<file path="config.mk">
export PLATFORM = sky130hd
export DESIGN_NAME = nand_page_reader
export DESIGN_NICKNAME = d
export VERILOG_FILES = /design/src/rtl/nprd_pkg.sv /design/src/rtl/nprd_datapath.sv /design/src/rtl/nprd_ctrl.sv /design/src/rtl/nand_page_reader.sv
export SDC_FILE = /design/constraint.sdc
export NUM_CORES = 1
export LEC_CHECK = 0
export BUFFER_PORTS_ARGS = -buffer_cell sky130_fd_sc_hd__buf_2
export CAP_MARGIN = 20
export CELL_PAD_IN_SITES_DETAIL_PLACEMENT = 2
export CELL_PAD_IN_SITES_GLOBAL_PLACEMENT = 2
export CORE_ASPECT_RATIO = 0.6
export CORE_UTILIZATION = 35
export CTS_CLUSTER_SIZE = 30
export DETAILED_ROUTE_END_ITERATION = 8
export GPL_TIMING_DRIVEN = 0
export PLACE_DENSITY = 0.92
export SYNTH_ARGS = -nofsm -noshare
export SYNTH_HDL_FRONTEND = slang
export SYNTH_HIERARCHICAL = 1
export SYNTH_SLANG_ARGS = --single-unit
</file>
<file path="constraint.sdc">
create_clock -name clk -period 3.8 [get_ports clk]
set_clock_uncertainty 0.1 [all_clocks]
set_input_delay 0.38 -clock clk [delete_from_list [all_inputs] [get_ports clk]]
set_output_delay 0.38 -clock clk [all_outputs]
set_load 0.05 [all_outputs]
</file>
<file path="src/rtl/nprd_pkg.sv">
package nprd_pkg;

  typedef enum logic [1:0] {
    IO_CMD,
    IO_COL,
    IO_ROWLO,
    IO_ROWHI
  } ioSel_e;

  // control -> datapath
  typedef struct packed {
    logic   capture;
    ioSel_e ioSel;
    logic   sampleByte;
    logic   nextPage;
  } ctrlStrobe_t;

  // datapath -> control
  typedef struct packed {
    logic pageDone;
    logic lastPage;
    logic outFree;
  } dpStatus_t;

endpackage

</file>
<file path="src/rtl/nprd_datapath.sv">
module nprd_datapath
  import nprd_pkg::*;
#(
  parameter int MAIN_BYTES  = 512,
  parameter int SPARE_BYTES = 16,
  parameter int BLOCK_PAGES = 32,
  parameter logic [7:0] CMD_FIRST  = 8'h00,
  parameter logic [7:0] CMD_SECOND = 8'h01,
  parameter logic [7:0] CMD_SPARE  = 8'h50,
  parameter int PG_W = $clog2(BLOCK_PAGES) + 1
) (
  input  logic            clk,
  input  logic            rstN,
  input  ctrlStrobe_t     strobe,
  output dpStatus_t       status,
  input  logic [1:0]      reqArea,
  input  logic [7:0]      reqCol,
  input  logic [15:0]     reqRow,
  input  logic [PG_W-1:0] reqPages,
  output logic [7:0]      ioOut,
  input  logic [7:0]      ioIn,
  output logic            outValid,
  output logic [7:0]      outData,
  output logic            outLast,
  input  logic            outReady
);

  localparam int PAGE_BYTES = MAIN_BYTES + SPARE_BYTES;
  localparam int COL_W      = $clog2(PAGE_BYTES + 1);
  localparam int BLK_W      = $clog2(BLOCK_PAGES);
  localparam logic [7:0]       HALF_MASK  = 8'(MAIN_BYTES / 2 - 1);
  localparam logic [7:0]       SPARE_MASK = 8'(SPARE_BYTES - 1);
  localparam logic [COL_W-1:0] HALF_BASE  = COL_W'(MAIN_BYTES / 2);
  localparam logic [COL_W-1:0] SPARE_BASE = COL_W'(MAIN_BYTES);
  localparam logic [COL_W-1:0] PAGE_END   = COL_W'(PAGE_BYTES);
  localparam logic [COL_W-1:0] LAST_COL   = COL_W'(PAGE_BYTES - 1);
  localparam logic [PG_W-1:0]  ONE_PAGE   = PG_W'(1);

  logic [1:0]       areaQ;
  logic [7:0]       colQ;
  logic [15:0]      rowQ;
  logic [COL_W-1:0] colPtr;
  logic [PG_W-1:0]  pagesLeft;

  logic [COL_W-1:0] startCol;
  logic [PG_W-1:0]  roomInBlock;
  logic [PG_W-1:0]  wantPages;
  logic [PG_W-1:0]  firstPages;

  always_comb begin
    if (reqArea[1])      startCol = SPARE_BASE + COL_W'(reqCol & SPARE_MASK);
    else if (reqArea[0]) startCol = HALF_BASE + COL_W'(reqCol & HALF_MASK);
    else                 startCol = COL_W'(reqCol & HALF_MASK);
    roomInBlock = PG_W'(BLOCK_PAGES) - PG_W'(reqRow[BLK_W-1:0]);
    wantPages   = (reqPages == '0) ? ONE_PAGE : reqPages;
    firstPages  = (wantPages < roomInBlock) ? wantPages : roomInBlock;
  end

  always_ff @(posedge clk or negedge rstN) begin
    if (!rstN) begin
      areaQ     <= '0;
      colQ      <= '0;
      rowQ      <= '0;
      colPtr    <= '0;
      pagesLeft <= '0;
    end else if (strobe.capture) begin
      areaQ     <= reqArea;
      colQ      <= reqCol;
      rowQ      <= reqRow;
      colPtr    <= startCol;
      pagesLeft <= firstPages;
    end else if (strobe.nextPage) begin
      colPtr    <= areaQ[1] ? SPARE_BASE : '0;
      pagesLeft <= pagesLeft - ONE_PAGE;
    end else if (strobe.sampleByte) begin
      colPtr    <= colPtr + 1'b1;
    end
  end

  always_comb begin
    case (strobe.ioSel)
      IO_CMD:   ioOut = areaQ[1] ? CMD_SPARE : (areaQ[0] ? CMD_SECOND : CMD_FIRST);
      IO_COL:   ioOut = colQ;
      IO_ROWLO: ioOut = rowQ[7:0];
      default:  ioOut = rowQ[15:8];
    endcase
  end

  always_ff @(posedge clk or negedge rstN) begin
    if (!rstN) begin
      outValid <= 1'b0;
      outData  <= '0;
      outLast  <= 1'b0;
    end else if (strobe.sampleByte) begin
      outValid <= 1'b1;
      outData  <= ioIn;
      outLast  <= (colPtr == LAST_COL) && (pagesLeft == ONE_PAGE);
    end else if (outReady) begin
      outValid <= 1'b0;
    end
  end

  assign status.pageDone = (colPtr == PAGE_END);
  assign status.lastPage = (pagesLeft == ONE_PAGE);
  assign status.outFree  = !outValid || outReady;

  p_hold_data_r8: assert property (@(posedge clk) disable iff (!rstN)
    (outValid && !outReady) |=> (outValid && $stable(outData) && $stable(outLast)));

  p_no_overwrite_r8: assert property (@(posedge clk) disable iff (!rstN)
    strobe.sampleByte |-> !outValid);

  p_col_in_page_r5: assert property (@(posedge clk) disable iff (!rstN)
    strobe.sampleByte |-> (colPtr < PAGE_END));

endmodule

</file>
<file path="src/rtl/nprd_ctrl.sv">
module nprd_ctrl
  import nprd_pkg::*;
#(
  parameter int WE_LOW   = 2,
  parameter int WE_HIGH  = 2,
  parameter int RE_LOW   = 3,
  parameter int RE_HIGH  = 2,
  parameter int BUSY_DLY = 10
) (
  input  logic        clk,
  input  logic        rstN,
  input  logic        reqValid,
  output logic        reqReady,
  input  logic        nandRdyIn,
  input  dpStatus_t   status,
  output ctrlStrobe_t strobe,
  output logic        nandCeN,
  output logic        nandCle,
  output logic        nandAle,
  output logic        nandWeN,
  output logic        nandReN,
  output logic        nandIoOe
);

  localparam int M_WE  = (WE_LOW > WE_HIGH) ? WE_LOW : WE_HIGH;
  localparam int M_RE  = (RE_LOW > RE_HIGH) ? RE_LOW : RE_HIGH;
  localparam int M_STR = (M_WE > M_RE) ? M_WE : M_RE;
  localparam int T_MAX = (M_STR > BUSY_DLY) ? M_STR : BUSY_DLY;
  localparam int TW    = $clog2(T_MAX + 1);

  typedef enum logic [3:0] {
    S_IDLE, S_CMD_LO, S_CMD_HI, S_ADR_LO, S_ADR_HI,
    S_WAIT_BSY, S_WAIT_RDY, S_RE_LO, S_RE_HI, S_DONE
  } state_e;

  state_e        state, stateNx;
  logic [TW-1:0] timer, timerNx;
  logic [1:0]    addrIdx, addrIdxNx;
  logic [1:0]    rdySync;
  logic          timerDone;

  always_ff @(posedge clk or negedge rstN) begin
    if (!rstN) begin
      state   <= S_IDLE;
      timer   <= '0;
      addrIdx <= '0;
      rdySync <= '0;
    end else begin
      state   <= stateNx;
      timer   <= timerNx;
      addrIdx <= addrIdxNx;
      rdySync <= {rdySync[0], nandRdyIn};
    end
  end

  assign timerDone = (timer == '0);

  always_comb begin
    stateNx   = state;
    timerNx   = timerDone ? timer : timer - 1'b1;
    addrIdxNx = addrIdx;
    strobe    = '0;
    strobe.ioSel = IO_CMD;
    case (state)
      S_IDLE: if (reqValid) begin
        strobe.capture = 1'b1;
        stateNx = S_CMD_LO;
        timerNx = TW'(WE_LOW - 1);
      end
      S_CMD_LO: if (timerDone) begin
        stateNx = S_CMD_HI;
        timerNx = TW'(WE_HIGH - 1);
      end
      S_CMD_HI: if (timerDone) begin
        stateNx   = S_ADR_LO;
        timerNx   = TW'(WE_LOW - 1);
        addrIdxNx = '0;
      end
      S_ADR_LO, S_ADR_HI: begin
        case (addrIdx)
          2'd0:    strobe.ioSel = IO_COL;
          2'd1:    strobe.ioSel = IO_ROWLO;
          default: strobe.ioSel = IO_ROWHI;
        endcase
        if (timerDone) begin
          if (state == S_ADR_LO) begin
            stateNx = S_ADR_HI;
            timerNx = TW'(WE_HIGH - 1);
          end else if (addrIdx == 2'd2) begin
            stateNx = S_WAIT_BSY;
            timerNx = TW'(BUSY_DLY - 1);
          end else begin
            stateNx   = S_ADR_LO;
            timerNx   = TW'(WE_LOW - 1);
            addrIdxNx = addrIdx + 1'b1;
          end
        end
      end
      S_WAIT_BSY: if (timerDone) stateNx = S_WAIT_RDY;
      S_WAIT_RDY: if (rdySync[1] && status.outFree) begin
        stateNx = S_RE_LO;
        timerNx = TW'(RE_LOW - 1);
      end
      S_RE_LO: if (timerDone) begin
        strobe.sampleByte = 1'b1;
        stateNx = S_RE_HI;
        timerNx = TW'(RE_HIGH - 1);
      end
      S_RE_HI: if (timerDone) begin
        if (status.pageDone && status.lastPage) begin
          stateNx = S_DONE;
        end else if (status.outFree) begin
          if (status.pageDone) begin
            strobe.nextPage = 1'b1;
            stateNx = S_WAIT_BSY;
            timerNx = TW'(BUSY_DLY - 1);
          end else begin
            stateNx = S_RE_LO;
            timerNx = TW'(RE_LOW - 1);
          end
        end
      end
      S_DONE:  stateNx = S_IDLE;
      default: stateNx = S_IDLE;
    endcase
  end

  assign reqReady = (state == S_IDLE);
  assign nandCeN  = (state == S_IDLE) || (state == S_DONE);
  assign nandCle  = (state == S_CMD_LO) || (state == S_CMD_HI);
  assign nandAle  = (state == S_ADR_LO) || (state == S_ADR_HI);
  assign nandWeN  = !((state == S_CMD_LO) || (state == S_ADR_LO));
  assign nandReN  = (state != S_RE_LO);
  assign nandIoOe = nandCle || nandAle;

  // low-phase length counter for the read strobe check
  logic [TW-1:0] reLowCnt;
  always_ff @(posedge clk or negedge rstN) begin
    if (!rstN)         reLowCnt <= '0;
    else if (!nandReN) reLowCnt <= reLowCnt + 1'b1;
    else               reLowCnt <= '0;
  end

  p_re_after_ready_r4: assert property (@(posedge clk) disable iff (!rstN)
    $fell(nandReN) |-> $past(rdySync[1]));

  p_addr_count_r3: assert property (@(posedge clk) disable iff (!rstN)
    $fell(nandAle) |-> (addrIdx == 2'd2));

  p_ce_rise_at_end_r7: assert property (@(posedge clk) disable iff (!rstN)
    $rose(nandCeN) |-> $past(status.pageDone && status.lastPage));

  p_re_width_r9: assert property (@(posedge clk) disable iff (!rstN)
    $rose(nandReN) |-> (reLowCnt >= TW'(RE_LOW)));

  p_ready_idle_r11: assert property (@(posedge clk) disable iff (!rstN)
    reqReady |-> nandCeN);

endmodule

</file>
<file path="src/rtl/nand_page_reader.sv">
module nand_page_reader
  import nprd_pkg::*;
#(
  parameter int MAIN_BYTES  = 512,
  parameter int SPARE_BYTES = 16,
  parameter int BLOCK_PAGES = 32,
  parameter int WE_LOW      = 2,
  parameter int WE_HIGH     = 2,
  parameter int RE_LOW      = 3,
  parameter int RE_HIGH     = 2,
  parameter int BUSY_DLY    = 10,
  parameter int PG_W        = $clog2(BLOCK_PAGES) + 1
) (
  input  logic            clk,
  input  logic            rstN,
  input  logic            reqValid,
  output logic            reqReady,
  input  logic [1:0]      reqArea,
  input  logic [7:0]      reqCol,
  input  logic [15:0]     reqRow,
  input  logic [PG_W-1:0] reqPages,
  output logic            outValid,
  input  logic            outReady,
  output logic [7:0]      outData,
  output logic            outLast,
  output logic            nandCeN,
  output logic            nandCle,
  output logic            nandAle,
  output logic            nandWeN,
  output logic            nandReN,
  output logic [7:0]      nandIoOut,
  output logic            nandIoOe,
  input  logic [7:0]      nandIoIn,
  input  logic            nandRdy
);

  ctrlStrobe_t strobe;
  dpStatus_t   status;

  nprd_ctrl #(
    .WE_LOW(WE_LOW), .WE_HIGH(WE_HIGH), .RE_LOW(RE_LOW),
    .RE_HIGH(RE_HIGH), .BUSY_DLY(BUSY_DLY)
  ) u_ctrl (
    .clk(clk), .rstN(rstN), .reqValid(reqValid), .reqReady(reqReady),
    .nandRdyIn(nandRdy), .status(status), .strobe(strobe),
    .nandCeN(nandCeN), .nandCle(nandCle), .nandAle(nandAle),
    .nandWeN(nandWeN), .nandReN(nandReN), .nandIoOe(nandIoOe)
  );

  nprd_datapath #(
    .MAIN_BYTES(MAIN_BYTES), .SPARE_BYTES(SPARE_BYTES),
    .BLOCK_PAGES(BLOCK_PAGES), .PG_W(PG_W)
  ) u_dp (
    .clk(clk), .rstN(rstN), .strobe(strobe), .status(status),
    .reqArea(reqArea), .reqCol(reqCol), .reqRow(reqRow), .reqPages(reqPages),
    .ioOut(nandIoOut), .ioIn(nandIoIn),
    .outValid(outValid), .outData(outData), .outLast(outLast), .outReady(outReady)
  );

endmodule

</file>
==> summary.txt <==
Floorplanning
  – Ports: 70
  – FP Rows: 29
  – Die W: 138 um
  – Full die area: 11,600 um2
  – Core Box Area: 10,700 um2
  – Starting Density: 36.4%
  – Die Y-Extent: 83.7 um

Critical path
  – R2R Path Start: u_dp/colPtr[6]
  – Worst Path Max Fanout: 10
  – Setup slack, reg-to-reg: 0.44 ns
  – CP required: 3.32 ns
  – Crit path launch type: flip-flop
  – Arr. time, crit path: 2.97 ns
  – Setup crit end kind: output pin
  – R2R cell count: 13
  – R2r endpoint: u_dp/colPtr[8]
  – Critical path class: flip-flop to output pin

Global route
  – Vias in the first global route: 3,829
  – Global Route Usage Sum: 23.8%
  – Largest net degree at the start of global routing: 65
  – Initial antenna violation count: 0
  – First-pass GRT wire length: 21.3 mm
  – GRT overflow: 0

STA
  – Finish-stage setup viols: 0
  – Relative slew margins: 42.7%
  – RSZ-0062 raised after global routing: no
  – Setup TNS: 0 ns
  – Setup WS post-layout: 0.351 ns
  – Post-layout min period: 3.45 ns
  – Slew @ Worst Pin: 0.860 ns
  – Final count of pins violating max slew: 0
  – Hold Fails Final Rpt: 0
  – Max Freq: 290 MHz
  – Fin crit share: 90.8%

Yosys
  – Post-synth top area cell: dfrtp_1
  – Yosys top cell area share: 41.2%
  – FF+latch count, synth: 64
  – Synth area leaders: dfrtp_1 41%, mux2_2 11%, ha_1 4.8%, a21oi_1 3.1%, o21ai_0 2.6%
  – Post-synth EDFFs: 0
  – Dominant cell by count in the synthesized netlist: dfrtp_1
  – Synth warn: 6
  – Syn Inst Count: 391
  – Avg Synthesized Cell Area: 9.95 um2
  – Post-Syn Area: 3890 um2
  – Synth unique cells: 62
  – Fraction of registers with async set/reset: 100%
  – Post-synth top cells: 64 x dfrtp_1, 37 x mux2_2, 26 x inv_1
  – Mapped Nets: 451
  – Sequential share of the synthesized area: 41.2%
  – Ys flop type: dfrtp_1

Clock network
  – Clock Latency Late Sink: 0.33 ns
  – Sink Count: 64
  – CTS H-Tree Depth: 3
  – CTS tree: done
  – Setup Fix Bufs, Post-CTS: 0
  – Post-CTS Resized: 0
  – Cell chosen for the clock root: clkbuf_16
  – Post-CTS Hold Fix Bufs: 0
  – Max Buffers Root-to-Sink: 2
  – Worst-path clk slew: 0.05 ns
  – CTS Buf Count: 9

Route
  – WL per Instance: 20.7 um
  – First DRT Iteration DRCs: 187
  – Vias: 3,315
  – Wire length on met3: 601 um
  – DRC Markers: 6
  – Post-route ant nets: 0
  – WL final: 12.7 mm
  – DR top layer: met4
  – Met1 WL: 6.03 mm
  – Vias/cell: 5.39
  – First-pass DRT Iterations: 6
  – Metal2 WL: 6.00 mm

Pwr
  – Max VDD drop: 0.545 mV
  – Leak Pwr: 2.20 nW
  – Design Power: 0.00436 W
  – Power Dens Cells: 925 nW/um2

Layout
  – Antenna fix cells: 0
  – Seq. cell area: 1600 um2
  – # fillers: 1,153
  – Share of cells above drive strength 1: 32.1%
  – Area taken by multi-input logic gates: 2070 um2
  – Layout Nets: 531
  – Syn-to-layout area delta: 21.2%

Placement
  – I/O Buffers: 69
  – HPWL after detailed placement: 9.40 mm
  – Gpl congestion: 0.870
  – Pre-CTS setup slack: 0.301 ns

Status
  – Failing checks: DRC
  – Status: finished, violations left

Hold path
  – Hold Path Class: input pin to async pin

Job
  – Max-cap violations: 0
[power breakdown]
part / total, W / switching, W / internal (W)
sequential: 0.00124 / 0.000253 / 0.000982
clock: 0.000835 / 0.000328 / 0.000507
combinational: 0.00229 / 0.00145 / 0.000844
[flip-flops by register name, summed over array words and instances (netlist names)]
register / count
u_dp/outData: 8
u_dp/rowQ: 16
u_dp/colQ: 8
u_ctrl/rdySync: 2
u_ctrl/addrIdx: 2
u_ctrl/state: 4
u_dp/areaQ: 2
u_dp/outValid: 1
u_ctrl/timer: 4
u_dp/colPtr: 10
u_dp/pagesLeft: 6
u_dp/outLast: 1
[final cells by class]
type	count	area share, %
clock inverter	7	1.51
clock buffer	9	4.77
buffer	25	2.47
timing repair buffer	69	7.37
inverter	29	2.31
sequential	64	34.0
multi-input combinational	273	43.9
tap	139	3.69
[through the flow]
step	hold WS (ns)	area, um2	instances	util (%)
finish	0.0377	4720	615	44.1
global route	0.0472	4720	615	44.1
detailed placement	0.242	4410	599	41.2
floorplan	-0.0156	3890	391	-
CTS	0.0401	4710	615	44.0
global placement	0.244	4410	599	41.2
[worst max path at each step]
stage                     from  slack [ns]              to  cells after the start
2_1_floorplan  u_ctrl/state[3]        0.77    u_dp/colQ[1]                      7
3_3_place_gp    u_dp/colPtr[6]        0.42  u_dp/colPtr[4]                     13
3_5_place_dp    u_dp/colPtr[6]        0.30  u_dp/colPtr[6]                     13
4_1_cts        u_ctrl/state[1]        0.06    nandIoOut[7]                     10
5_1_grt         u_dp/colPtr[6]        0.09  u_dp/colPtr[4]                     13
6_report       u_ctrl/state[1]        0.35    nandIoOut[7]                     10
[metal layers]
metal	up-vias	GRT usage (%)
met5	-	0
met4	0	5.01
met3	12	6.02
met2	76	40.2
met1	1681	30.9
li1	1546	-
[cell usage in the layout (no fill, tap or decap), drive strengths merged, types with 6 or more instances in the layout]
cell type / instances
nand3: 6
dfrtp: 64
nand2b: 6
xnor2: 6
nor3: 6
ha: 15
mux2i: 8
clkbuf: 25
o21ai: 25
buf: 78
nor2: 26
a22o: 7
xor2: 6
nand2: 23
nor2b: 9
inv: 30
mux2: 40
a21oi: 24
[worst max-delay path, cell delays in order (launching register included)]
cell	delay (ns)
dfrtp_1	0.36
buf_2	0.19
buf_2	0.21
nor3b_1	0.19
a21o_1	0.11
nand2_1	0.10
nor2_1	0.22
clkbuf_2	0.33
nor2b_1	0.44
a22o_1	0.23
buf_2	0.26
[cells by family (layout without fill, tap and decap cells)]
kind of cell | count (synthesis) | in the layout | synth area share (%)
compound gates | 86 | 86 | 14.6
xor+xnor | 12 | 12 | 2.70
fa+ha+maj | 15 | 15 | 4.82
buf+inv | 54 | 139 | 5.76
flops | 64 | 64 | 41.2
mux | 50 | 50 | 15.1
simple gates | 110 | 110 | 15.9
(Power assumes the default switching activity.)
